$ cat config.mk
export PLATFORM = sky130hd
export DESIGN_NAME = pxl_translator
export DESIGN_NICKNAME = d
export VERILOG_FILES = /design/src/rtl/pxl_pkg.sv /design/src/rtl/pxl_dec.sv /design/src/rtl/pxl_entry.sv /design/src/rtl/pxl_translator.sv
export SDC_FILE = /design/constraint.sdc
export NUM_CORES = 1
export LEC_CHECK = 0
export BUFFER_PORTS_ARGS = -buffer_cell sky130_fd_sc_hd__buf_2
export CORE_MARGIN = 4
export CORE_UTILIZATION = 25
export CTS_BUF_LIST = sky130_fd_sc_hd__clkbuf_8
export DETAILED_ROUTE_END_ITERATION = 16
export GPL_TIMING_DRIVEN = 0
export SYNTH_ARGS = -nofsm -noshare
export SYNTH_HDL_FRONTEND = slang
export SYNTH_SLANG_ARGS = --single-unit
$ cat constraint.sdc
create_clock -name clk -period 1.45 [get_ports clk]
set_input_delay 0.145 -clock clk [delete_from_list [all_inputs] [get_ports clk]]
set_output_delay 0.145 -clock clk [all_outputs]
set_load 0.01 [all_outputs]
$ cat src/rtl/pxl_pkg.sv
package pxl_pkg;
  localparam int unsigned PXL_VA_W  = 16;
  localparam int unsigned PXL_OFF_W = 12;
  localparam int unsigned PXL_FR_W  = 4;
endpackage

$ cat src/rtl/pxl_dec.sv
module pxl_dec #(
  parameter int unsigned SEL_W = 4,
  localparam int unsigned N = 1 << SEL_W
) (
  input  logic             en,
  input  logic [SEL_W-1:0] sel,
  output logic [N-1:0]     onehot
);
  for (genvar i = 0; i < N; i++) begin : g_line
    assign onehot[i] = en && (sel == SEL_W'(i));
  end
endmodule

$ cat src/rtl/pxl_entry.sv
module pxl_entry #(
  parameter int unsigned FR_W = 4
) (
  input  logic            clk,
  input  logic            rst_n,
  input  logic            hit,
  input  logic            wsel,
  input  logic [FR_W-1:0] wframe,
  input  logic            clr,
  output logic [FR_W-1:0] frame,
  output logic            ref_bit
);
  always_ff @(posedge clk) begin
    if (!rst_n) begin
      frame   <= '0;
      ref_bit <= 1'b0;
    end else begin
      if (wsel) frame <= wframe;
      if (wsel)     ref_bit <= 1'b0;
      else if (hit) ref_bit <= 1'b1;
      else if (clr) ref_bit <= 1'b0;
    end
  end

  AST_REF_SET: assert property (@(posedge clk) disable iff (!rst_n)
    hit && !wsel |=> ref_bit);
  AST_REF_CLEAR: assert property (@(posedge clk) disable iff (!rst_n)
    clr && !hit && !wsel |=> !ref_bit);
  AST_WRITE_LOAD: assert property (@(posedge clk) disable iff (!rst_n)
    wsel |=> (frame == $past(wframe)) && !ref_bit);
  AST_FRAME_HOLD: assert property (@(posedge clk) disable iff (!rst_n)
    !wsel |=> $stable(frame));
  AST_REF_IDLE: assert property (@(posedge clk) disable iff (!rst_n)
    !wsel && !hit && !clr |=> $stable(ref_bit));
endmodule

$ cat src/rtl/pxl_translator.sv
module pxl_translator
  import pxl_pkg::*;
#(
  parameter int unsigned VA_W  = PXL_VA_W,
  parameter int unsigned OFF_W = PXL_OFF_W,
  parameter int unsigned FR_W  = PXL_FR_W,
  localparam int unsigned PG_W = VA_W - OFF_W,
  localparam int unsigned NENT = 1 << PG_W,
  localparam int unsigned PA_W = FR_W + OFF_W
) (
  input  logic            clk,
  input  logic            rst_n,
  input  logic            lk_valid,
  input  logic [VA_W-1:0] lk_vaddr,
  output logic [PA_W-1:0] lk_paddr,
  input  logic            wr_en,
  input  logic [PG_W-1:0] wr_page,
  input  logic [FR_W-1:0] wr_frame,
  input  logic            ref_clear,
  output logic [NENT-1:0] ref_bits
);
  logic [PG_W-1:0]  vpage;
  logic [NENT-1:0]  hit_vec;
  logic [NENT-1:0]  wsel_vec;
  logic [FR_W-1:0]  frames [NENT];

  assign vpage = lk_vaddr[VA_W-1:OFF_W];

  pxl_dec #(.SEL_W(PG_W)) u_hit_dec (
    .en(lk_valid), .sel(vpage), .onehot(hit_vec));
  pxl_dec #(.SEL_W(PG_W)) u_wr_dec (
    .en(wr_en), .sel(wr_page), .onehot(wsel_vec));

  for (genvar i = 0; i < NENT; i++) begin : g_slot
    pxl_entry #(.FR_W(FR_W)) u_entry (
      .clk(clk), .rst_n(rst_n),
      .hit(hit_vec[i]), .wsel(wsel_vec[i]), .wframe(wr_frame),
      .clr(ref_clear), .frame(frames[i]), .ref_bit(ref_bits[i]));
  end

  assign lk_paddr = {frames[vpage], lk_vaddr[OFF_W-1:0]};

  AST_HIT_ONEHOT: assert property (@(posedge clk) disable iff (!rst_n)
    $onehot0(hit_vec) && $onehot0(wsel_vec));
  AST_CLEAR_ALL: assert property (@(posedge clk) disable iff (!rst_n)
    ref_clear && !lk_valid |=> ref_bits == '0);
  AST_CLEAR_KEEP: assert property (@(posedge clk) disable iff (!rst_n)
    ref_clear && lk_valid && !(wr_en && wr_page == vpage) |=> $countones(ref_bits) == 1);
endmodule

; Yosys cells after proc, flatten, opt, wreduce, memory -nomap -nowiden
; Index checks and enable logic that the tools add are counted.
[op_classes]
n_lt_le_gt_ge = 1
eq_ne = 30
n_mux = 20
n_bitwise = 2
reduce_logical = 66
[ops]
columns = op, count
row1 = 4-bit equality test (second input constant), 16
row2 = 4-bit by 3-bit equality test with 1-bit output (second input constant), 8
row3 = 1-bit logical AND, 32
row4 = 2-bit nonzero test, 16
row5 = 2-bit OR reduction, 16
row6 = 1-bit two-way mux, 17
row7 = 4-bit binary-select mux with 4-bit select, 1
row8 = 4-bit by 2-bit equality test with 1-bit output (second input constant), 4
row9 = 4-bit by 1-bit equality test with 1-bit output (second input constant), 2
row10 = 4-bit logical NOT, 2
row11 = 4-bit two-way mux, 2
row12 = 5-bit >= comparator (second input constant), 1
row13 = 4-bit NOT with 5-bit output, 1
row14 = 1-bit NOT, 1
[word_totals]
ff_bits = 80
inputBits = 29
out_inout_bits = 32
word_cells = 151

; Logic depth before layout (Yosys ltp)
; Gate-level depths: netlist of run 1.
[depth]
word_depth = 4
mapped_depth = 5
ltp_nobuf = 3

; Hierarchy
; A second synthesis of run 1 with hierarchy kept.
[hier_totals]
cells_unflattened = 369
hier_area_um2 = 4022.6
[modules_own_cells]
columns = mod, instances, cells_each, area_per_inst_um2, seq_area_each_um2
row1 = pxl_entry, 16, 17, 196.4, 100.1
row2 = pxl_translator, 1, 51, 644.4, 0.0
row3 = pxl_dec, 2, 23, 117.6, 0.0

; Worst setup path before layout of run 1
; Ideal clock, no wire load.
[synth_path]
path_kind = flip-flop to output port
start = register g_slot[1].u_entry.frame[2]
end = output port lk_paddr[14]
t_arrival_ns = 1.081
t_required_ns = 1.305
path_slack_ns = 0.224
path_stages_with_launch = 4
n_path_buf = 0
cell_sequence = dfxtp_1 mux4_1 a22oi_1 nand3_1
[synth_via]
elab_chain_len = 3
[synth_lines]
columns = element, line_no
row1 = "start, declared", pxl_entry.sv:10  ; output logic [FR_W-1:0] frame,
row2 = "start signal, assigned", pxl_entry.sv:18  ; if (wsel) frame <= wframe;
row3 = 4-bit binary-select mux with 4-bit select, pxl_translator.sv:41  ; assign lk_paddr = {frames[vpage], lk_vaddr[OFF_W-1:0]};
row4 = 4-bit two-way mux (implied by the code) (2 in series), pxl_translator.sv:41
row5 = "end, declared", pxl_translator.sv:15  ; output logic [PA_W-1:0] lk_paddr,
; No other way between the ends. The select of a mux whose other input is x is not followed.

; Final worst setup path of run 1
[layout_path]
start = register g_slot[3].u_entry.frame[2]
end = output port lk_paddr[14]
[layout_via]
elab_chain_len = 3
[layout_lines]
columns = element, line_no
row1 = "start, declared", pxl_entry.sv:10
row2 = "start signal, assigned", pxl_entry.sv:18
row3 = 4-bit binary-select mux with 4-bit select, pxl_translator.sv:41
row4 = 4-bit two-way mux (implied by the code) (2 in series), pxl_translator.sv:41
; No other way between the ends. The select of a mux whose other input is x is not followed.

==> impl_summary.md, run 1 <==
STA
The relative slew slack is 48.81%. The final hold violation count came to 0. The final critical-path required period is 1.826 ns. Across all setup checks in the final design, the least slack found is -0.3756 ns. The final-report max-slew violation count is 0. The transition time of the tightest slew-check pin is between 0.7 and 0.8 ns. Static timing analysis puts the maximum clock frequency at 547.8 MHz. On the final layout, the worst clock skew is 0 ns. Setup violations remaining at the end of the flow were counted as 4.

Dividing the final minimum period by the clock period gives 125.9%. Setup repair after global routing could not meet its margin everywhere.

Global routing
The total overflow left after global routing is 0. Entering global routing, the biggest net connects 13 pins. Global routing consumed, over all layers together, between 10% and 20% of the routing resources.

The first-pass GRT wire length is 20.48 mm. The number of global-route vias before repair was approximately 3600. The number of antenna violations at the first check in global routing is 0.

Cells and area
The layout overhead on the synthesized area is 17.97%. The number of nets in the final layout is 554. Cells with a size suffix above 1 make up 23.77% of the layout. The final design utilization is 30.33%. The number of antenna diodes in the final layout is 0. Once layout is complete, the cells apart from fillers number between 700 and 800.

Worst setup path
Counting both buffers and inverters, the worst setup path holds a total of 1. The critical path goes through mux4_2, a22oi_1, nand3_1, buf_2. The worst setup path startpoint is g_slot[3].u_entry.frame[2]$_SDFFE_PN0P_.

At the worst endpoint, the arrival time is 1.68 ns. Grouping stages by cell kind, the critical path spends the most delay in multiplexers. The worst setup path category is reg -> out.

STA classifies the critical path startpoint as a register. Along the worst path, the maximum fanout reaches 2. In this run the register-to-register setup slack is 0.71 ns. The nature of the critical path endpoint is a primary output. The library cell contributing the largest single delay on the critical path is sky130_fd_sc_hd__mux4_2. The worst register-to-register path begins at g_slot[9].u_entry.ref_bit$_SDFFE_PP0P_. The data required time at the worst endpoint is 1.31 ns. The worst stage delay on the critical path is 0.49 ns. The worst register-to-register path has a depth of 3. The terminus of the critical flop-to-flop path is g_slot[9].u_entry.ref_bit$_SDFFE_PP0P_.

Floorplan
The chip width is roughly 140 um. The region available for standard cell placement spans 16000 um^2. For this design the top-level I/O count stands at 61.

Once the floorplan was initialized, standard cells occupied about a quarter of the core. The initialized floorplan defines between 40 and 50 standard-cell rows. The floorplan step set the die height to roughly 140 um. The die covers 18570 um^2.

Run status
The run finished, with violations left. The final reports fail on negative setup slack.

Placement
OpenSTA, run right after detailed placement, puts the worst setup slack at -0.2760 ns. The half-perimeter wire length after placement is 9.054 mm. The placer congestion estimate is 0.8309. After detailed placement, the design holds a cell count of 730. Buffers placed on the I/O ports in this run total 42.

Synthesis
The largest family of logic cells by synthesized area is compound AO/OA/AOI/OAI gates. The synthesized design contains 0 enable-type register cells. The count of mapped cells out of synthesis is roughly 470. The post-synthesis sequential area ratio is 38.93%.

The register bit total from synthesis is 80. Yosys mapped the design onto 28 distinct sky130hd cell types. After Yosys synthesis, and, or, nand and nor cells account for between 15 and 20% of the synthesized area. The share of cell area taken by muxes after synthesis is 9.033%. Among all flip-flop cells after synthesis, the most frequent one is sky130_fd_sc_hd__dfxtp_1. The synthesized-area fraction occupied by ao, oa, aoi and oai cells is 22.63%. Counting every net in the synthesized netlist gives approximately 500. For this run, asynchronously set or reset flops after synthesis account for 0%. Each instance of the synthesized netlist takes up on average 8.716 um^2. The number of synthesis warnings is 0. The cell area after synthesis is 4114 um^2.

Of the total synthesized cell area, the portion taken by full adders, half adders and majority gates is 0%. Summing the areas of all xor and xnor instances in the mapped netlist gives 0% of the synthesized area.

Worst hold path
The startpoint identified for the worst hold timing path is rst_n. The worst hold path cell count is 2. The class of the tightest hold or removal check is in -> reg. The destination of the worst hold path is g_slot[14].u_entry.ref_bit$_SDFFE_PP0P_.

Clock tree
In this run the post-CTS setup repair buffer count came out at 0. The number of clock sinks is 80. The root buffer cell chosen for the clock tree is sky130_fd_sc_hd__clkbuf_8. The CTS buffer count is 9. At the later pin of the worst-skew pair, clock insertion delay measures about 0.35 ns. The H-tree was split into 3 levels.

The clock-pin slew of the registers on the worst-case setup and hold paths is 0.08 ns. TritonCTS built the clock tree. The buffer levels on the longest clock path is 2. The hold buffer count at CTS is 0.

Route
The vias after detailed routing is 3726. The detailed-route vias per instance is roughly 5.0. The first-pass detailed-route iteration total is 5.

The detailed router finished its first iteration with 368 violations. After detailed routing, the average wire length per cell comes to 17.60 um. In the routed design, unresolved DRC markers number 0. In this run the remaining antenna-violating nets after routing total 0.

Wires add up to 13.13 mm.

Power
The maximum ir drop on the vdd rail is 0.3740 mV. The power density normalized to cell area is 971.1 nW/um^2. Summed over all cells, the static leakage comes to around 1.8 nW.

Run
The max capacitance violation total is 0.
worst reg2reg max path, cell delays in order (launching register included):
cell and delay, ns:
sky130_fd_sc_hd__dfxtp_1 0.33, sky130_fd_sc_hd__inv_1 0.05, sky130_fd_sc_hd__o22ai_1 0.15, sky130_fd_sc_hd__and3_1 0.17
through the flow:
step	total power, W	area (um^2)	TNS, ns	hold WS, ns
after detailed placement	0.002817	4594	-2.548	0.4640
after floorplan	0.002615	4114	0	0.3818
after global placement	0.002817	4594	-2.445	0.4570
after CTS	0.004718	4823	-1.349	0.1776
final	0.004713	4853	-1.341	0.1795
after global routing	0.004856	4853	-1.539	0.1997
layout make-up:
type                    instances  area, um^2
plain buffers                  77       439.2
clock buffers                  12       165.2
clock inverters                 4       67.56
fillers                      1722       11150
inverters                      16       60.06
multi-input cells             299        2029
flip-flops and latches         80        1605
well taps                     216       270.3
repair buffers                 42       216.5
cells in the mapped netlist, drive strengths merged (16+ instances only):
cell     n  area [um^2]
dfxtp   80         1602
mux4    16        371.6
clkbuf  31        117.6
o21ai   64        320.3
buf     46        321.6
inv     16        60.06
and3    17        106.4
nand2   22        82.58
a21boi  64        480.5
o22ai   16        100.1
nand3   74        370.4
where the power goes:
| group | switching [W] | total (W) | internal, W |
|---|---|---|---|
| combinational | 0.000349 | 0.000537 | 0.000188 |
| clock | 0.000839 | 0.00194 | 0.00110 |
| sequential | 0.0000130 | 0.00224 | 0.00222 |
| total | 0.00120 | 0.00471 | 0.00351 |
sequential cells by signal, indices dropped and copies added, names as in the netlist:
name / count
g_slot.u_entry.frame: 64
g_slot.u_entry.ref_bit: 16
cell families (layout without fill, tap and decap cells):
family                 Yosys count  in the layout
AOI/OAI and AO/OA              148            148
and+or+nand+nor                135            135
buffers and inverters           93            151
DFF                             80             80
muxes                           16             16
how the worst max path moves through the flow:
stage / to / slack [ns] / cells past startpoint
after floorplan: lk_paddr[14] / 0.22 / 3
final: lk_paddr[14] / -0.38 / 4
after CTS: lk_paddr[14] / -0.36 / 4
after global routing: lk_paddr[15] / -0.40 / 4
after global placement: lk_paddr[13] / -0.28 / 7
after detailed placement: lk_paddr[14] / -0.28 / 7
metal layers:
metal	up-vias	GRT usage (%)	share of wire (%)
met5	-	0	0
met4	0	4.087	1.9
met3	22	3.220	7.3
met2	144	23.17	46
met1	1798	19.41	44
li1	1762	-	-
layout by cell type, fill, tap and decap left out, drive strengths merged:
cell	instances
a21boi	64
a22oi	4
and2	1
and3	17
and3b	2
buf	88
bufinv	2
clkbuf	43
dfxtp	80
inv	18
mux4	16
nand2	22
nand2b	4
nand3	74
nand3b	4
nor2	2
nor2b	4
nor3b	1
o21ai	64
o22ai	16
or2	2
or3b	2
what timing repair did:
action | in CTS | in global routing
setup endpoints to repair | 4 | 4
gates cloned | 0 | 0
pin swaps | 7 | 1
gates resized for setup | 1 | 8
(Power assumes the default switching activity.)
==> run 2, diff against run 1 <==
--- a/config.mk
+++ b/config.mk
@@ -9,8 +9,10 @@
 export CORE_MARGIN = 4
 export CORE_UTILIZATION = 25
 export CTS_BUF_LIST = sky130_fd_sc_hd__clkbuf_8
+export CTS_CLUSTER_DIAMETER = 40
 export DETAILED_ROUTE_END_ITERATION = 16
 export GPL_TIMING_DRIVEN = 0
+export PLACE_DENSITY = 0.46
 export SYNTH_ARGS = -nofsm -noshare
 export SYNTH_HDL_FRONTEND = slang
 export SYNTH_SLANG_ARGS = --single-unit
==> impl_summary.md, run 2 (synthesis gave the netlist of run 1 again) <==
Global routing
The number of global-route vias before repair is 3637. The number of antenna violations at the first check in global routing is 0. The most used routing layer is met2. For met3 alone, demand over resource in global routing was between 3 and 4%. Global routing consumed, on the met2 layer, 24.77% of the routing resources. The first-pass GRT wire length is 21.46 mm.

The leftover overflow at the end of global routing is 0. The maximum number of pins on one net before global-route repair is 13. Global routing consumed, over all layers together, 15.38% of the routing resources.

In the global route stage, met1 resource usage came out at 20.64%.

Route
The vias after detailed routing is ~3800. The detail route stage leaves a number of antenna-violating nets equal to 0. The pre-antenna-repair detailed-routing pass consisted of 5 iterations.

For this run, design rule violations remaining after detail routing come to 0. The total wire length after detailed routing is approximately 14 mm. The iteration-0 DRC count of the detailed router is 278.

After detailed routing, the average wire length per cell comes to 18.90 um. The detailed-route vias per instance is 5.063.

Worst setup path
The maximum net fanout on the critical path is 2. The nature of the critical path endpoint is a primary output. The count of buffer and inverter cells on the critical path is 1. The library cell contributing the largest single delay on the critical path is sky130_fd_sc_hd__mux4_2.

Traced cell by cell, the critical path runs through mux4_2, a22oi_2, nand3_1, buf_2. The gate family responsible for the most delay along the worst path is multiplexers. The worst setup path is of the reg -> out kind. In this design, the stage delay of the slowest critical-path cell is 0.51 ns.

STA puts the critical path data required time at 1.31 ns. At the worst endpoint, the arrival time is 1.61 ns. The worst setup path is launched from a register.

Run status
The final reports fail on negative setup slack. The run finished, with violations left.

Power
VDD sags by at most 0.3637 mV. The leakage power total is 1.782 nW. The total power consumption of the routed design is 0.004730 W.

The power density normalized to cell area is slightly below 1000 nW/um^2.

Cells and area
Counting flops per register, the top entry is g_slot.u_entry.frame. The leading cell type in the layout, fill and taps excluded is sky130_fd_sc_hd__dfxtp_1. The number of nets in the final layout is ~550. The filler cell count is 1777. The number of flip-flops in the largest register is between 60 and 70. The ratio of cells with drive above 1 in the final layout is 23.96%. The repair_antennas step left the layout with diodes totalling 0.

In the final layout, the registers with the most flip-flops are g_slot.u_entry.frame: 64 flops, g_slot.u_entry.ref_bit: 16 flops. In the layout the commonest cells are sky130_fd_sc_hd__dfxtp_1 (75), sky130_fd_sc_hd__nand3_1 (74), sky130_fd_sc_hd__o21ai_0 (64), sky130_fd_sc_hd__buf_2 (56), sky130_fd_sc_hd__a21boi_0 (48). The area of the multi-input gates is 2024 um^2. The layout overhead on the synthesized area is 17.76%. The area of all sequential standard cells is 1608 um^2. The final design utilization is 30.28%.

Floorplan
The floorplan has 46 rows. The initial core utilization is 25.71%. From left edge to right edge, the die measures 136.3 um.

The core region area is 16000 um^2. The total I/O pin count is 61. The height of the die is 136.3 um. The floorplan die area is 18570 um^2.

STA
Setup violations remaining at the end of the flow were counted as 4. The final critical-path required period is 1.756 ns. The final-report max-slew violation count is 0. The tightest hold path in the finished design has a slack of 0.1782 ns. The worst setup margin is -0.3060 ns. The transition time of the tightest slew-check pin is 0.6879 ns. Across the routed clock network, the largest skew measured is 0 ns. The final worst-path cycle share is 121.1%.

The final hold violation count is 0. The worst pin sits at a relative slew slack of 54.14%. For this run, the top clock speed supported by timing is ~570 MHz. Setup repair after global routing could not meet its margin everywhere.

Clock tree
For the worst-skew pair, the clock arrives at the later sink with an insertion delay of 0.36 ns. In this run, post-CTS hold repair placed 0 buffers. The clock drives 80 sinks. The clock tree from TritonCTS is done. Buffers inserted during clock tree synthesis total 9. The clock tree root driver cell is sky130_fd_sc_hd__clkbuf_8. After clock tree synthesis, the clock-pin slew on the worst setup and hold paths is 0.09 ns. The buffer levels on the longest clock path is 2. The count of H-tree levels built during CTS is 3. The number of setup buffers added after CTS is 0.

Placement
The placer congestion estimate is 0.8521. Detailed placement finished with a half-perimeter wire length of 9.975 mm. The number of buffer cells added on primary ports is 42.

Worst hold path
The min-delay analysis places its worst path in the category in -> reg.

Run
Max-cap violations in this run came to 0.
[run 2: cell counts in the layout (fill, tap and decap cells not counted)]
Identical to the previous run, type by type.
[run 2: path summary, 6_finish.rpt]
check             cells past startpoint  slack, ns                                      end                               startpoint
setup / recovery                      4      -0.31                             lk_paddr[14]  g_slot[3].u_entry.frame[2]$_SDFFE_PN0P_
hold / removal                        2       0.18  g_slot[14].u_entry.ref_bit$_SDFFE_PP0P_                                    rst_n
setup reg to reg                      3       0.70   g_slot[1].u_entry.ref_bit$_SDFFE_PP0P_   g_slot[1].u_entry.ref_bit$_SDFFE_PP0P_
hold reg to reg                       2       0.48  g_slot[1].u_entry.frame[2]$_SDFFE_PN0P_  g_slot[1].u_entry.frame[2]$_SDFFE_PN0P_
[run 2: worst reg2reg max path: stages (launching register included)]
cell and delay [ns]:
sky130_fd_sc_hd__dfxtp_1 0.34, sky130_fd_sc_hd__inv_1 0.05, sky130_fd_sc_hd__o22ai_1 0.14, sky130_fd_sc_hd__and3_1 0.17
[run 2: power breakdown]
group | internal [W] | total (W) | switching, W
sequential | 0.00222 | 0.00224 | 0.0000140
combinational | 0.000188 | 0.000546 | 0.000358
clock | 0.00110 | 0.00195 | 0.000846
total | 0.00351 | 0.00473 | 0.00122
[run 2: cell type report]
| type | count | share of cell area, % |
|---|---|---|
| Multi-Input combinational cell | 299 | 41.79 |
| Sequential cell | 80 | 33.19 |
| Buffer | 77 | 9.065 |
| Tap cell | 216 | 5.579 |
| Timing Repair Buffer | 42 | 4.339 |
| Clock buffer | 12 | 3.409 |
| Clock inverter | 4 | 1.395 |
| Inverter | 16 | 1.240 |
[run 2: metal layers]
metal  wire [um]  part of all wire [%]  vias to the layer above
met5           0                     0                        -
met4         314                   2.2                        0
met1        6403                    45                     1847
met3         898                   6.4                       23
li1            -                     -                     1768
met2        6481                    46                      139
[run 2: what timing repair did]
action | in CTS | in global routing
endpoints found under the hold margin | 0 | 0
resized for setup | 2 | 7
pin swaps | 6 | 3
endpoints found under the setup margin | 4 | 4
[run 2: metrics by stage]
stage,setup TNS (ns),worst slack (ns),instances,area (um^2)
floorplan,0,0.2241,472,4114
global route,-1.342,-0.3514,746,4845
global placement,-2.301,-0.2663,730,4594
CTS,-1.319,-0.3467,746,4825
finish,-1.173,-0.3060,746,4845
detailed placement,-3.105,-0.2807,730,4594
==> run 3, diff against run 2 <==
--- a/config.mk
+++ b/config.mk
@@ -6,13 +6,14 @@
 export NUM_CORES = 1
 export LEC_CHECK = 0
 export BUFFER_PORTS_ARGS = -buffer_cell sky130_fd_sc_hd__buf_2
-export CORE_MARGIN = 4
+export CORE_MARGIN = 3
 export CORE_UTILIZATION = 25
 export CTS_BUF_LIST = sky130_fd_sc_hd__clkbuf_8
 export CTS_CLUSTER_DIAMETER = 40
 export DETAILED_ROUTE_END_ITERATION = 16
 export GPL_TIMING_DRIVEN = 0
 export PLACE_DENSITY = 0.46
+export SKIP_CTS_REPAIR_TIMING = 1
 export SYNTH_ARGS = -nofsm -noshare
 export SYNTH_HDL_FRONTEND = slang
 export SYNTH_SLANG_ARGS = --single-unit
==> impl_summary.md, run 3 (synthesis gave the netlist of run 1 again) <==
Run status
The flow ran to the end, but the final reports show violations. The checks that failed: negative setup slack.

Cells and area
Across the whole layout, storage elements account for approximately 1600 um^2. Cells fill 30.22% of the core in the end. In the layout the commonest cells are sky130_fd_sc_hd__dfxtp_1 (76), sky130_fd_sc_hd__nand3_1 (74), sky130_fd_sc_hd__o21ai_0 (64), sky130_fd_sc_hd__buf_2 (56), sky130_fd_sc_hd__a21boi_0 (48). The ratio of cells with drive above 1 in the final layout is 24.01%. The area of the multi-input gates is 2029 um^2. The number of flip-flops in the largest register is 64. Leaving out fill and tap cells, the most frequent cell in the layout is sky130_fd_sc_hd__dfxtp_1. In the final layout, the registers with the most flip-flops are g_slot.u_entry.frame: 64 flops, g_slot.u_entry.ref_bit: 16 flops. The register with the most flip-flops in the final layout is g_slot.u_entry.frame. Excluding fillers, the count of instances in the completed layout stands at 745. The layout overhead on the synthesized area is 17.55%. The diode insertion count for antenna repair is 0. The filler cell count is between 1500 and 2000. The number of nets in the final layout is 554.

Route
The vias after detailed routing is 3758. In the final routed layout, each cell accounts on average for 18.95 um. Before antenna repair, the detailed router went through 5 iterations. The detailed router finished its first iteration with 305 violations.

After detailed routing, the number of remaining DRC violations is 0. Using the TritonRoute via totals, the vias-per-cell ratio works out to 5.044. The count of nets left with antenna violations once routing finished came out at 0. The total wire length after detailed routing is 14.12 mm.

Worst setup path
The signal arrival time at the worst endpoint is 1.61 ns. The maximum net fanout on the critical path is 2. The gate family responsible for the most delay along the worst path is multiplexers. The worst register-to-register path begins at g_slot[14].u_entry.ref_bit$_SDFFE_PP0P_. The count of cells along the worst register-to-register path is 3.

The worst setup path category is reg -> out. Across all register-to-register paths, the minimum setup slack is 0.69 ns. The kind of start point of the critical path is a register.

The endpoint identified for the worst register-to-register timing path is g_slot[14].u_entry.ref_bit$_SDFFE_PP0P_. At the worst endpoint, the required time is 1.31 ns. For this run, the slowest stage of the critical path takes ~0.50 ns.

The worst setup path is captured at a primary output. The library cell contributing the largest single delay on the critical path is sky130_fd_sc_hd__mux4_2. The count of buffer and inverter cells on the critical path is 1. Traced cell by cell, the critical path runs through mux4_2, a22oi_2, nand3_1, buf_2.

STA
The final-report setup violation count is 4. Setup repair after global routing could not meet its margin everywhere. The final hold violation count was 0.

Measured against its own limit, the worst slew margin works out to 53.96%. In the post-route analysis, the smallest setup slack over all paths is -0.3006 ns. The final worst clock skew is 0 ns. The fmax is 571.2 MHz. The final-report max-slew violation count is 0. For the pin with the worst max-slew slack, the measured transition is about 0.69 ns. The final worst-path cycle share is 120.7%. Counting I/O delays and the setup requirement, the final critical path takes between 1.5 and 2 ns.

Final hold analysis gives a worst-case slack of 0.1882 ns.

Global routing
Entering global routing, the biggest net connects 13 pins. In the global route stage, overall resource usage came out at 15.69%. The first global-routing pass estimated 21.52 mm of wire.

The number of global-route vias before repair is roughly 3700. The total overflow left after global routing is 0. The number of antenna violations at the first check in global routing came to 0.

Floorplan
The floorplan die area is 18030 um^2. The height of the die is 134.3 um. The core region area is 16000 um^2. The initial core utilization is 25.71%. The chip width is 134.3 um. The row count is 46. The total I/O pin count is 61.

Clock tree
The cell sitting at the root of the clock tree is a sky130_fd_sc_hd__clkbuf_8. The CTS buffer count is 9. The count of H-tree levels built during CTS is 3. After clock tree synthesis, the clock-pin slew on the worst setup and hold paths is 0.09 ns. The clock latency at the later pin of the worst-skew pair is 0.35 ns. The clock tree from TritonCTS is done. The buffer levels on the longest clock path is 2. Clock tree synthesis found a total of 80 sinks.

Placement
The half-perimeter wire length after placement is 9.976 mm. Including well taps, the total number of placed cells is 730. Port buffering added 42 buffers.

The placer congestion estimate is 0.8293.

Worst hold path
The worst hold path belongs to the class in -> reg. The worst hold path begins at wr_frame[3]. The worst hold path cell count is 3. The worst hold path terminates at g_slot[15].u_entry.frame[3]$_SDFFE_PN0P_.

Power
The maximum ir drop on the vdd rail is 0.4128 mV. For this design the ratio of total power to cell area is 966.7 nW/um^2. The leakage power total is between 1.5 and 2 nW.

Run
The max capacitance violation total is 0.
## run 3: cell count changes in the layout (fill, tap and decap cells not counted)
cell                       change
sky130_fd_sc_hd__clkinv_2      +1
sky130_fd_sc_hd__a22oi_1       -1
sky130_fd_sc_hd__inv_1         -1
sky130_fd_sc_hd__a22oi_2       +1
sky130_fd_sc_hd__dfxtp_1       +1
sky130_fd_sc_hd__dfxtp_2       -1
sky130_fd_sc_hd__clkbuf_8      -1
## run 3: how the worst max path moves through the flow
stage / from / endpoint / slack [ns] / depth (start not counted)
floorplan: g_slot[1].u_entry.frame[2]$_SDFFE_PN0P_ / lk_paddr[14] / 0.22 / 3
global placement: lk_vaddr[12] / lk_paddr[12] / -0.27 / 7
detailed placement: lk_vaddr[12] / lk_paddr[12] / -0.26 / 7
CTS: g_slot[1].u_entry.frame[2]$_SDFFE_PN0P_ / lk_paddr[14] / -0.40 / 4
global route: g_slot[2].u_entry.frame[0]$_SDFFE_PN0P_ / lk_paddr[12] / -0.36 / 4
finish: g_slot[3].u_entry.frame[2]$_SDFFE_PN0P_ / lk_paddr[14] / -0.30 / 4
## run 3: layer usage
layer | vias to the layer above | part of all wire [%] | global-route usage, %
met5 | - | 0 | 0
met4 | 0 | 1.7 | 4.525
met3 | 16 | 7.2 | 3.413
met2 | 156 | 47 | 25.14
met1 | 1818 | 45 | 21.35
li1 | 1768 | - | -
## run 3: through the flow
step	setup TNS [ns]	power [W]	setup slack (ns)	area [um^2]
2_1_floorplan	0	0.002615	0.2241	4114
3_3_place_gp	-2.074	0.002826	-0.2691	4594
3_5_place_dp	-3.325	0.002831	-0.2582	4594
4_1_cts	-1.413	0.004690	-0.3993	4815
5_1_grt	-1.384	0.004811	-0.3622	4836
6_report	-1.173	0.004675	-0.3006	4836
## run 3: area by class of cell
class / count / share of cell area [%]
multi-input combinational: 299 / 41.97
sequential: 80 / 33.22
buffer: 77 / 9.081
tap: 216 / 5.589
timing repair buffer: 42 / 4.347
clock buffer: 11 / 3.131
clock inverter: 4 / 1.423
inverter: 16 / 1.242
## run 3: power by group
| group | internal, W | switching, W | leakage [nW] |
|---|---|---|---|
| Clock | 0.00105 | 0.000841 | 0.117 |
| Sequential | 0.00222 | 0.0000137 | 0.648 |
| Combinational | 0.000188 | 0.000362 | 1.01 |
| Total | 0.00346 | 0.00122 | 1.77 |
## run 3: worst reg2reg max path, stage by stage (launching register included)
cell and delay [ns]:
sky130_fd_sc_hd__dfxtp_1 0.35, sky130_fd_sc_hd__inv_1 0.04, sky130_fd_sc_hd__o22ai_1 0.14, sky130_fd_sc_hd__and3_1 0.18
